### config.mk
export PLATFORM = sky130hd
export DESIGN_NAME = mono_ctr_bank
export DESIGN_NICKNAME = d
export VERILOG_FILES = /design/src/rtl/mono_ctr_pkg.sv /design/src/rtl/mono_ctr_decode.sv /design/src/rtl/mono_ctr_gate.sv /design/src/rtl/mono_ctr_prog.sv /design/src/rtl/mono_ctr_store.sv /design/src/rtl/mono_ctr_bank.sv
export SDC_FILE = /design/constraint.sdc
export NUM_CORES = 1
export LEC_CHECK = 0
export BUFFER_PORTS_ARGS = -buffer_cell sky130_fd_sc_hd__buf_4
export CAP_MARGIN = 30
export CORE_ASPECT_RATIO = 0.7
export CORE_MARGIN = 2
export CORE_UTILIZATION = 58
export CTS_CLUSTER_DIAMETER = 50
export DETAILED_ROUTE_END_ITERATION = 8
export PLACE_DENSITY = 0.83
export SETUP_SLACK_MARGIN = 0.2
export SLEW_MARGIN = 5
export SYNTH_ARGS = -nofsm -noshare
export SYNTH_HDL_FRONTEND = slang
export SYNTH_SLANG_ARGS = --single-unit
### constraint.sdc
create_clock -name clk -period 3.3 [get_ports clk]
set_input_delay 0.165 -clock clk [delete_from_list [all_inputs] [get_ports clk]]
set_output_delay 0.165 -clock clk [all_outputs]
set_load 0.01 [all_outputs]
### src/rtl/mono_ctr_pkg.sv
package mono_ctr_pkg;

  // Outcome of a host write, as classified by the gate logic.
  typedef enum logic [1:0] {
    WR_IDLE   = 2'd0,
    WR_START  = 2'd1,
    WR_REFUSE = 2'd2,
    WR_LOCK   = 2'd3
  } wr_kind_e;

  // Minimum index width for a count of items (at least one bit).
  function automatic int idx_width(input int n);
    return (n > 1) ? $clog2(n) : 1;
  endfunction

endpackage

### src/rtl/mono_ctr_decode.sv
module mono_ctr_decode #(
  parameter int AW        = 8,
  parameter int N_CTR     = 2,
  parameter int CTR_BASE  = 5,
  parameter int LOCK_ADDR = 255,
  parameter int IDX_W     = 1
) (
  input  logic [AW-1:0]    addr,
  output logic [N_CTR-1:0] ctr_hit,
  output logic [IDX_W-1:0] ctr_idx,
  output logic             lock_hit
);

  // One comparator per counter slot; the slots occupy consecutive addresses.
  for (genvar k = 0; k < N_CTR; k++) begin : g_hit
    assign ctr_hit[k] = (addr == AW'(CTR_BASE + k));
  end

  // Encode the selected slot; at most one hit can be active.
  always_comb begin
    ctr_idx = '0;
    for (int k = 0; k < N_CTR; k++) begin
      if (ctr_hit[k]) ctr_idx = IDX_W'(k);
    end
  end

  assign lock_hit = (addr == AW'(LOCK_ADDR));

endmodule

### src/rtl/mono_ctr_gate.sv
module mono_ctr_gate
  import mono_ctr_pkg::*;
#(
  parameter int DW    = 32,
  parameter int N_CTR = 2,
  parameter int IDX_W = 1
) (
  input  logic              wr_en,
  input  logic              busy,
  input  logic [N_CTR-1:0]  ctr_hit,
  input  logic [IDX_W-1:0]  ctr_idx,
  input  logic              lock_hit,
  input  logic [DW-1:0]     wdata,
  input  logic [N_CTR*DW-1:0] ctr_flat,
  input  logic [N_CTR-1:0]  lock_q,
  output wr_kind_e          kind,
  output logic              start,
  output logic              refuse,
  output logic              lock_wr
);

  logic [DW-1:0] cur_val;
  logic          open_slot;
  logic          any_hit;
  logic          is_locked;
  logic          is_lower;

  assign cur_val   = ctr_flat[ctr_idx*DW +: DW];
  assign open_slot = wr_en && !busy;
  assign any_hit   = |ctr_hit;
  assign is_locked = lock_q[ctr_idx];
  // Strict magnitude compare: equal or larger values never pass, so zero is terminal.
  assign is_lower  = (wdata < cur_val);

  always_comb begin
    kind = WR_IDLE;
    if (open_slot) begin
      if (any_hit) begin
        kind = (!is_locked && is_lower) ? WR_START : WR_REFUSE;
      end else if (lock_hit) begin
        kind = WR_LOCK;
      end
    end
  end

  assign start   = (kind == WR_START);
  assign refuse  = (kind == WR_REFUSE);
  assign lock_wr = (kind == WR_LOCK);

endmodule

### src/rtl/mono_ctr_prog.sv
module mono_ctr_prog #(
  parameter int DW          = 32,
  parameter int IDX_W       = 1,
  parameter int PROG_CYCLES = 8
) (
  input  logic             clk,
  input  logic             rst,
  input  logic             start,
  input  logic [IDX_W-1:0] start_idx,
  input  logic [DW-1:0]    start_val,
  input  logic             pwr_fail,
  output logic             busy,
  output logic             commit,
  output logic [IDX_W-1:0] commit_idx,
  output logic [DW-1:0]    commit_val
);

  localparam int CW = $clog2(PROG_CYCLES + 1);

  logic [CW-1:0]    cnt_q;
  logic [DW-1:0]    shadow_q;
  logic [IDX_W-1:0] idx_q;
  logic             busy_q;
  logic             last_cycle;

  assign last_cycle = (cnt_q == '0);
  // The commit fires on the edge that closes the final busy cycle, unless supply is failing.
  assign commit     = busy_q && !pwr_fail && last_cycle;
  assign commit_idx = idx_q;
  assign commit_val = shadow_q;
  assign busy       = busy_q;

  always_ff @(posedge clk) begin
    if (rst) begin
      busy_q   <= 1'b0;
      cnt_q    <= '0;
      shadow_q <= '0;
      idx_q    <= '0;
    end else if (busy_q) begin
      if (pwr_fail) begin
        busy_q <= 1'b0;          // tear: shadow is abandoned
        cnt_q  <= '0;
      end else if (last_cycle) begin
        busy_q <= 1'b0;
      end else begin
        cnt_q  <= cnt_q - 1'b1;
      end
    end else if (start) begin
      busy_q   <= 1'b1;
      cnt_q    <= CW'(PROG_CYCLES - 1);
      shadow_q <= start_val;
      idx_q    <= start_idx;
    end
  end

endmodule

### src/rtl/mono_ctr_store.sv
module mono_ctr_store #(
  parameter int DW       = 32,
  parameter int N_CTR    = 2,
  parameter int IDX_W    = 1,
  parameter logic [N_CTR*DW-1:0] INIT_VALS = '0
) (
  input  logic               clk,
  input  logic               rst,
  input  logic               commit,
  input  logic [IDX_W-1:0]   commit_idx,
  input  logic [DW-1:0]      commit_val,
  input  logic               lock_wr,
  input  logic [N_CTR-1:0]   lock_set,
  input  logic               rd_en,
  input  logic [N_CTR-1:0]   ctr_hit,
  input  logic [IDX_W-1:0]   ctr_idx,
  input  logic               lock_hit,
  output logic [N_CTR*DW-1:0] ctr_flat,
  output logic [N_CTR-1:0]   lock_q,
  output logic [DW-1:0]      rdata,
  output logic               rd_valid
);

  logic [DW-1:0]    ctr_q [N_CTR];
  logic [N_CTR-1:0] lock_r;

  // Counter cells: single write port driven only by the commit strobe.
  always_ff @(posedge clk) begin
    if (rst) begin
      for (int k = 0; k < N_CTR; k++) begin
        ctr_q[k] <= INIT_VALS[k*DW +: DW];
      end
    end else if (commit) begin
      ctr_q[commit_idx] <= commit_val;
    end
  end

  // Lock bits: set-only.
  always_ff @(posedge clk) begin
    if (rst) begin
      lock_r <= '0;
    end else if (lock_wr) begin
      lock_r <= lock_r | lock_set;
    end
  end

  // Registered read port.
  always_ff @(posedge clk) begin
    if (rst) begin
      rdata    <= '0;
      rd_valid <= 1'b0;
    end else begin
      rd_valid <= rd_en;
      if (rd_en) begin
        if (|ctr_hit) begin
          rdata <= ctr_q[ctr_idx];
        end else if (lock_hit) begin
          rdata <= {{(DW-N_CTR){1'b0}}, lock_r};
        end else begin
          rdata <= '0;
        end
      end
    end
  end

  for (genvar k = 0; k < N_CTR; k++) begin : g_flat
    assign ctr_flat[k*DW +: DW] = ctr_q[k];
  end

  assign lock_q = lock_r;

endmodule

### src/rtl/mono_ctr_bank.sv
module mono_ctr_bank
  import mono_ctr_pkg::*;
#(
  parameter int AW          = 8,
  parameter int DW          = 32,
  parameter int N_CTR       = 2,
  parameter int CTR_BASE    = 5,
  parameter int LOCK_ADDR   = 255,
  parameter int PROG_CYCLES = 8,
  parameter logic [N_CTR*DW-1:0] INIT_VALS = {32'hFFFF_FFFF, 32'hFFFF_FFFE}
) (
  input  logic          clk,
  input  logic          rst,
  input  logic          wr_en,
  input  logic          rd_en,
  input  logic [AW-1:0] addr,
  input  logic [DW-1:0] wdata,
  input  logic          pwr_fail,
  output logic          busy,
  output logic          reject,
  output logic          rd_valid,
  output logic [DW-1:0] rdata
);

  localparam int IDX_W = idx_width(N_CTR);

  logic [N_CTR-1:0]    ctr_hit;
  logic [IDX_W-1:0]    ctr_idx;
  logic                lock_hit;
  logic [N_CTR*DW-1:0] ctr_flat;
  logic [N_CTR-1:0]    lock_q;
  wr_kind_e            kind;
  logic                start;
  logic                refuse;
  logic                lock_wr;
  logic                commit;
  logic [IDX_W-1:0]    commit_idx;
  logic [DW-1:0]       commit_val;
  logic                busy_w;
  logic                reject_q;

  mono_ctr_decode #(
    .AW(AW), .N_CTR(N_CTR), .CTR_BASE(CTR_BASE),
    .LOCK_ADDR(LOCK_ADDR), .IDX_W(IDX_W)
  ) u_decode (
    .addr(addr), .ctr_hit(ctr_hit), .ctr_idx(ctr_idx), .lock_hit(lock_hit)
  );

  mono_ctr_gate #(
    .DW(DW), .N_CTR(N_CTR), .IDX_W(IDX_W)
  ) u_gate (
    .wr_en(wr_en), .busy(busy_w), .ctr_hit(ctr_hit), .ctr_idx(ctr_idx),
    .lock_hit(lock_hit), .wdata(wdata), .ctr_flat(ctr_flat), .lock_q(lock_q),
    .kind(kind), .start(start), .refuse(refuse), .lock_wr(lock_wr)
  );

  mono_ctr_prog #(
    .DW(DW), .IDX_W(IDX_W), .PROG_CYCLES(PROG_CYCLES)
  ) u_prog (
    .clk(clk), .rst(rst), .start(start), .start_idx(ctr_idx),
    .start_val(wdata), .pwr_fail(pwr_fail), .busy(busy_w),
    .commit(commit), .commit_idx(commit_idx), .commit_val(commit_val)
  );

  mono_ctr_store #(
    .DW(DW), .N_CTR(N_CTR), .IDX_W(IDX_W), .INIT_VALS(INIT_VALS)
  ) u_store (
    .clk(clk), .rst(rst), .commit(commit), .commit_idx(commit_idx),
    .commit_val(commit_val), .lock_wr(lock_wr), .lock_set(wdata[N_CTR-1:0]),
    .rd_en(rd_en), .ctr_hit(ctr_hit), .ctr_idx(ctr_idx), .lock_hit(lock_hit),
    .ctr_flat(ctr_flat), .lock_q(lock_q), .rdata(rdata), .rd_valid(rd_valid)
  );

  always_ff @(posedge clk) begin
    if (rst) reject_q <= 1'b0;
    else     reject_q <= refuse;
  end

  assign busy   = busy_w;
  assign reject = reject_q;

endmodule

==> impl_results.md <==
- Final worst setup slack: 0.353 ns
- Max cap viols: 0
- Fin crit share: 89.3%
- Met3 WL post-DR: 1.39 mm
- Cell Int Power: 2.90 mW
- Clock Skew: 0.00736 ns
- H-Tree Depth: 4
- Worst hold margin: 0.0251 ns
- Cell count after synthesis: 612
- Synth top area cells: edfxtp_1 30%, dfxtp_1 23%, ha_1 6.5%, a21oi_1 6.3%, mux2i_1 5.0%
- CP delay by family, top: compound AO/OA/AOI/OAI gates
- Reg clk slew, reported paths: 0.06 ns
- WL met2: 8.06 mm
- Tmin final: 2.95 ns
- M1 WL: 7.04 mm
- DRC: 0
- Pins over their slew limit: 0
- First-pass GRT wire length: 26.3 mm
- TritonRoute pass-1 iters: 5
- XOR/XNOR share of the synthesized area: 0.275%
- CTS Buffer Depth: 2
- Via density: 6.14
- Hold Fails Final Rpt: 0
- Drt initial violations: 509
- Placed instance count: 824
- Antenna Nets Post-Route: 0
- Synthesized-area fraction occupied by adder cells: 6.49%
- Synth Area in Compound Gates: 13.3%
- CP max FO: 32
- Post-Layout Cell Count: 859
- Top cell type's share of synthesized area: 30.2%
- Peak VDD IR: 0.391 mV
- Number of global-route vias before repair: 5159
- Min-Delay Path Class: in2reg
- Syn_area_per_cell: 10.4 µm²
- Crit path capture type: flop
- Pwr dens: 477 mW/mm²
- Max Clk Rate: 0.339 GHz
- Fin util: 75.3%
- Most common cell after layout, fill and taps aside: buf_4
- Cell Chain, Critical Path: buf_4, nor4b_4, nand3_2, buf_12, mux2i_1, ha_1, a211o_1, o211ai_1, nand4b_1, buf_4, a211o_4, buf_4, o31ai_1, a21oi_1
- Clk_lat worst skew: 0.42 ns
- Synth Flop Type: dfxtp_1
- Ys async rst share: 0%
- Rows: 31
- Number of inserted diodes: 0
- Kind of critical path: in2reg
- Top cell type by total area after synthesis: edfxtp_1
- Data required time of the worst path: 3.57 ns
- Mapped Area: 0.00636 mm²
- Largest net degree at the start of global routing: 77
- # IOs: 80
- Cell mode on critical path: buf_4
- Critical Path Start: addr[3]
- # port buffers: 79
- Flops & latches, synth: 138
- Worst setup SP type: input port
- Synth-to-layout area growth: 24.4%
- CP bufs+invs: 4
- Critical path's slowest cell: nor4b_4
- Setup violations, final: 0
- Hold path start: wdata[31]
- Via count: 5276
- Die Height: 91.6 µm
- Max incr delay on CP: 0.34 ns
- Logic pwr share: 4.8%
- Core area: 0.0105 mm²
- Simple-gate portion of the synthesized area: 18.5%
- Reg2reg start: u_store.ctr_q[0][29]
- DP Wirelength: 11.3 mm
- Max_slew headroom: 42.5%
- Final GP Congestion: 0.847
- Seq/Total Area, Yosys: 53.5%
- Number of synthesized flops with an enable pin: 64
- Die Width: 129 µm
- Clock share of power: 47.7%
- Drt total wl: 16.9 mm
- DR WL/cell: 19.7 µm
- Synth cell types: 43
- Worst Tran Pin Value: 0.858 ns
- Top sig layer: met4
- TritonCTS buffer count: 17
- Nets: 776
- Status: complete, no violations
- Initial antenna violation count: 0
- Layout cells sized above 1: 26.0%
- Most frequent cells in the layout: 104 x buf_4, 80 x a21oi_1, 76 x nor2_1, 74 x dfxtp_1, 64 x edfxtp_1
- DIE AREA: 0.0118 mm²
- Pre-CTS WS: -0.0775 ns
- CTS tree: yes
- Initial Utilization: 60.5%
- Total GRT Usage: 29.4%
- Total global routing overflow: 0
- Root buffer cell: clkbuf_16
- CTS Sinks: 138
- Sw Pwr: 0.873 mW
- RSZ-0062 raised after global routing: false
- Syn_nets: 690
- Largest family of logic cells by synthesized area: simple AND/OR/NAND/NOR gates
- Net Sw Frac: 23.1%
- Hold_buf cts: 0
- Post-synthesis mux area share: 5.04%
- CP arrival: 3.21 ns
- Synth warnings: 0
- Sequential share of power: 47.5%
- LEAKAGE: 3.07 nW
synthesized netlist by cell type (4+ instances only):
master / count
ha_1: 33
a21oi_1: 80
or2_2: 33
buf_1: 4
o31ai_1: 33
nand2_1: 8
clkbuf_1: 37
nand2b_1: 34
nor3_1: 5
nor2_1: 76
edfxtp_1: 64
dfxtp_1: 74
o21ai_0: 4
mux2i_1: 32
nand3_1: 8
inv_1: 5
nand4_1: 41
sequential cells by signal, summed over array words and instances, names as in the netlist:
name and cells:
u_prog.cnt_q 4, u_prog.commit_idx 1, u_prog.busy 1, u_store.ctr_q 64, reject 1, u_store.rd_valid 1
u_store.lock_q 2, u_prog.commit_val 32, u_store.rdata 32
metal layers:
layer | global-route usage, % | up-vias
li1 | - | 2431
met1 | 38.6 | 2567
met4 | 10.9 | 0
met5 | 0 | -
met3 | 7.70 | 40
met2 | 47.1 | 238
stage by stage:
step | power (mW) | cell area, µm² | TNS, ns
floorplan | 1.90 | 6360 | 0
global placement | 1.99 | 7270 | 0
detailed placement | 2.00 | 7300 | -1.15
CTS | 3.77 | 7850 | 0
global route | 3.87 | 7910 | 0
finish | 3.77 | 7910 | 0
power by group through the flow:
| stage | Combinational [mW] | Sequential (mW) | Clock, mW |
|---|---|---|---|
| global route | 0.192 | 1.79 | 1.88 |
| global placement | 0.161 | 1.83 | 0 |
| finish | 0.181 | 1.79 | 1.80 |
| floorplan | 0.0732 | 1.83 | 0 |
| CTS | 0.174 | 1.79 | 1.80 |
| detailed placement | 0.173 | 1.83 | 0 |
worst reg2reg max path, delay by kind of cell (launching register included):
kind,cells,cell delay [ns]
simple gates,1,0.15
flops,1,0.37
buf+inv,2,0.37
mux,1,0.23
fa+ha+maj,1,0.29
compound gates,5,1.14
timing repair:
| action | CTS | global route |
|---|---|---|
| endpoints found under the setup margin | 0 | 34 |
| gates resized for setup | 0 | 5 |
| buffers inserted | 0 | 2 |
kinds of logic (layout without fill, tap and decap cells):
kind of cell,count (synthesis),in the layout
simple gates,219,219
compound gates,139,139
flops,138,138
buf+inv,49,148
fa+ha+maj,33,33
mux,32,32
xor+xnor,2,2
final cells by class:
| class | count | area [µm²] |
|---|---|---|
| Inverter | 5 | 18.8 |
| Sequential cell | 138 | 3400 |
| Timing Repair Buffer | 111 | 923 |
| Multi-Input combinational cell | 425 | 2830 |
| Tap cell | 148 | 185 |
| Clock buffer | 19 | 433 |
| Clock inverter | 13 | 120 |
| Fill cell | 686 | 2600 |
path summary, 6_finish.rpt:
check	endpoint	slack, ns	depth (start not counted)
setup reg to reg	u_prog.commit_val[23]	0.59	10
hold / removal	u_prog.commit_val[31]	0.03	3
setup / recovery	u_prog.commit_val[23]	0.35	14
hold reg to reg	u_prog.commit_val[7]	0.48	2
Power figures use the tool's default switching activity.
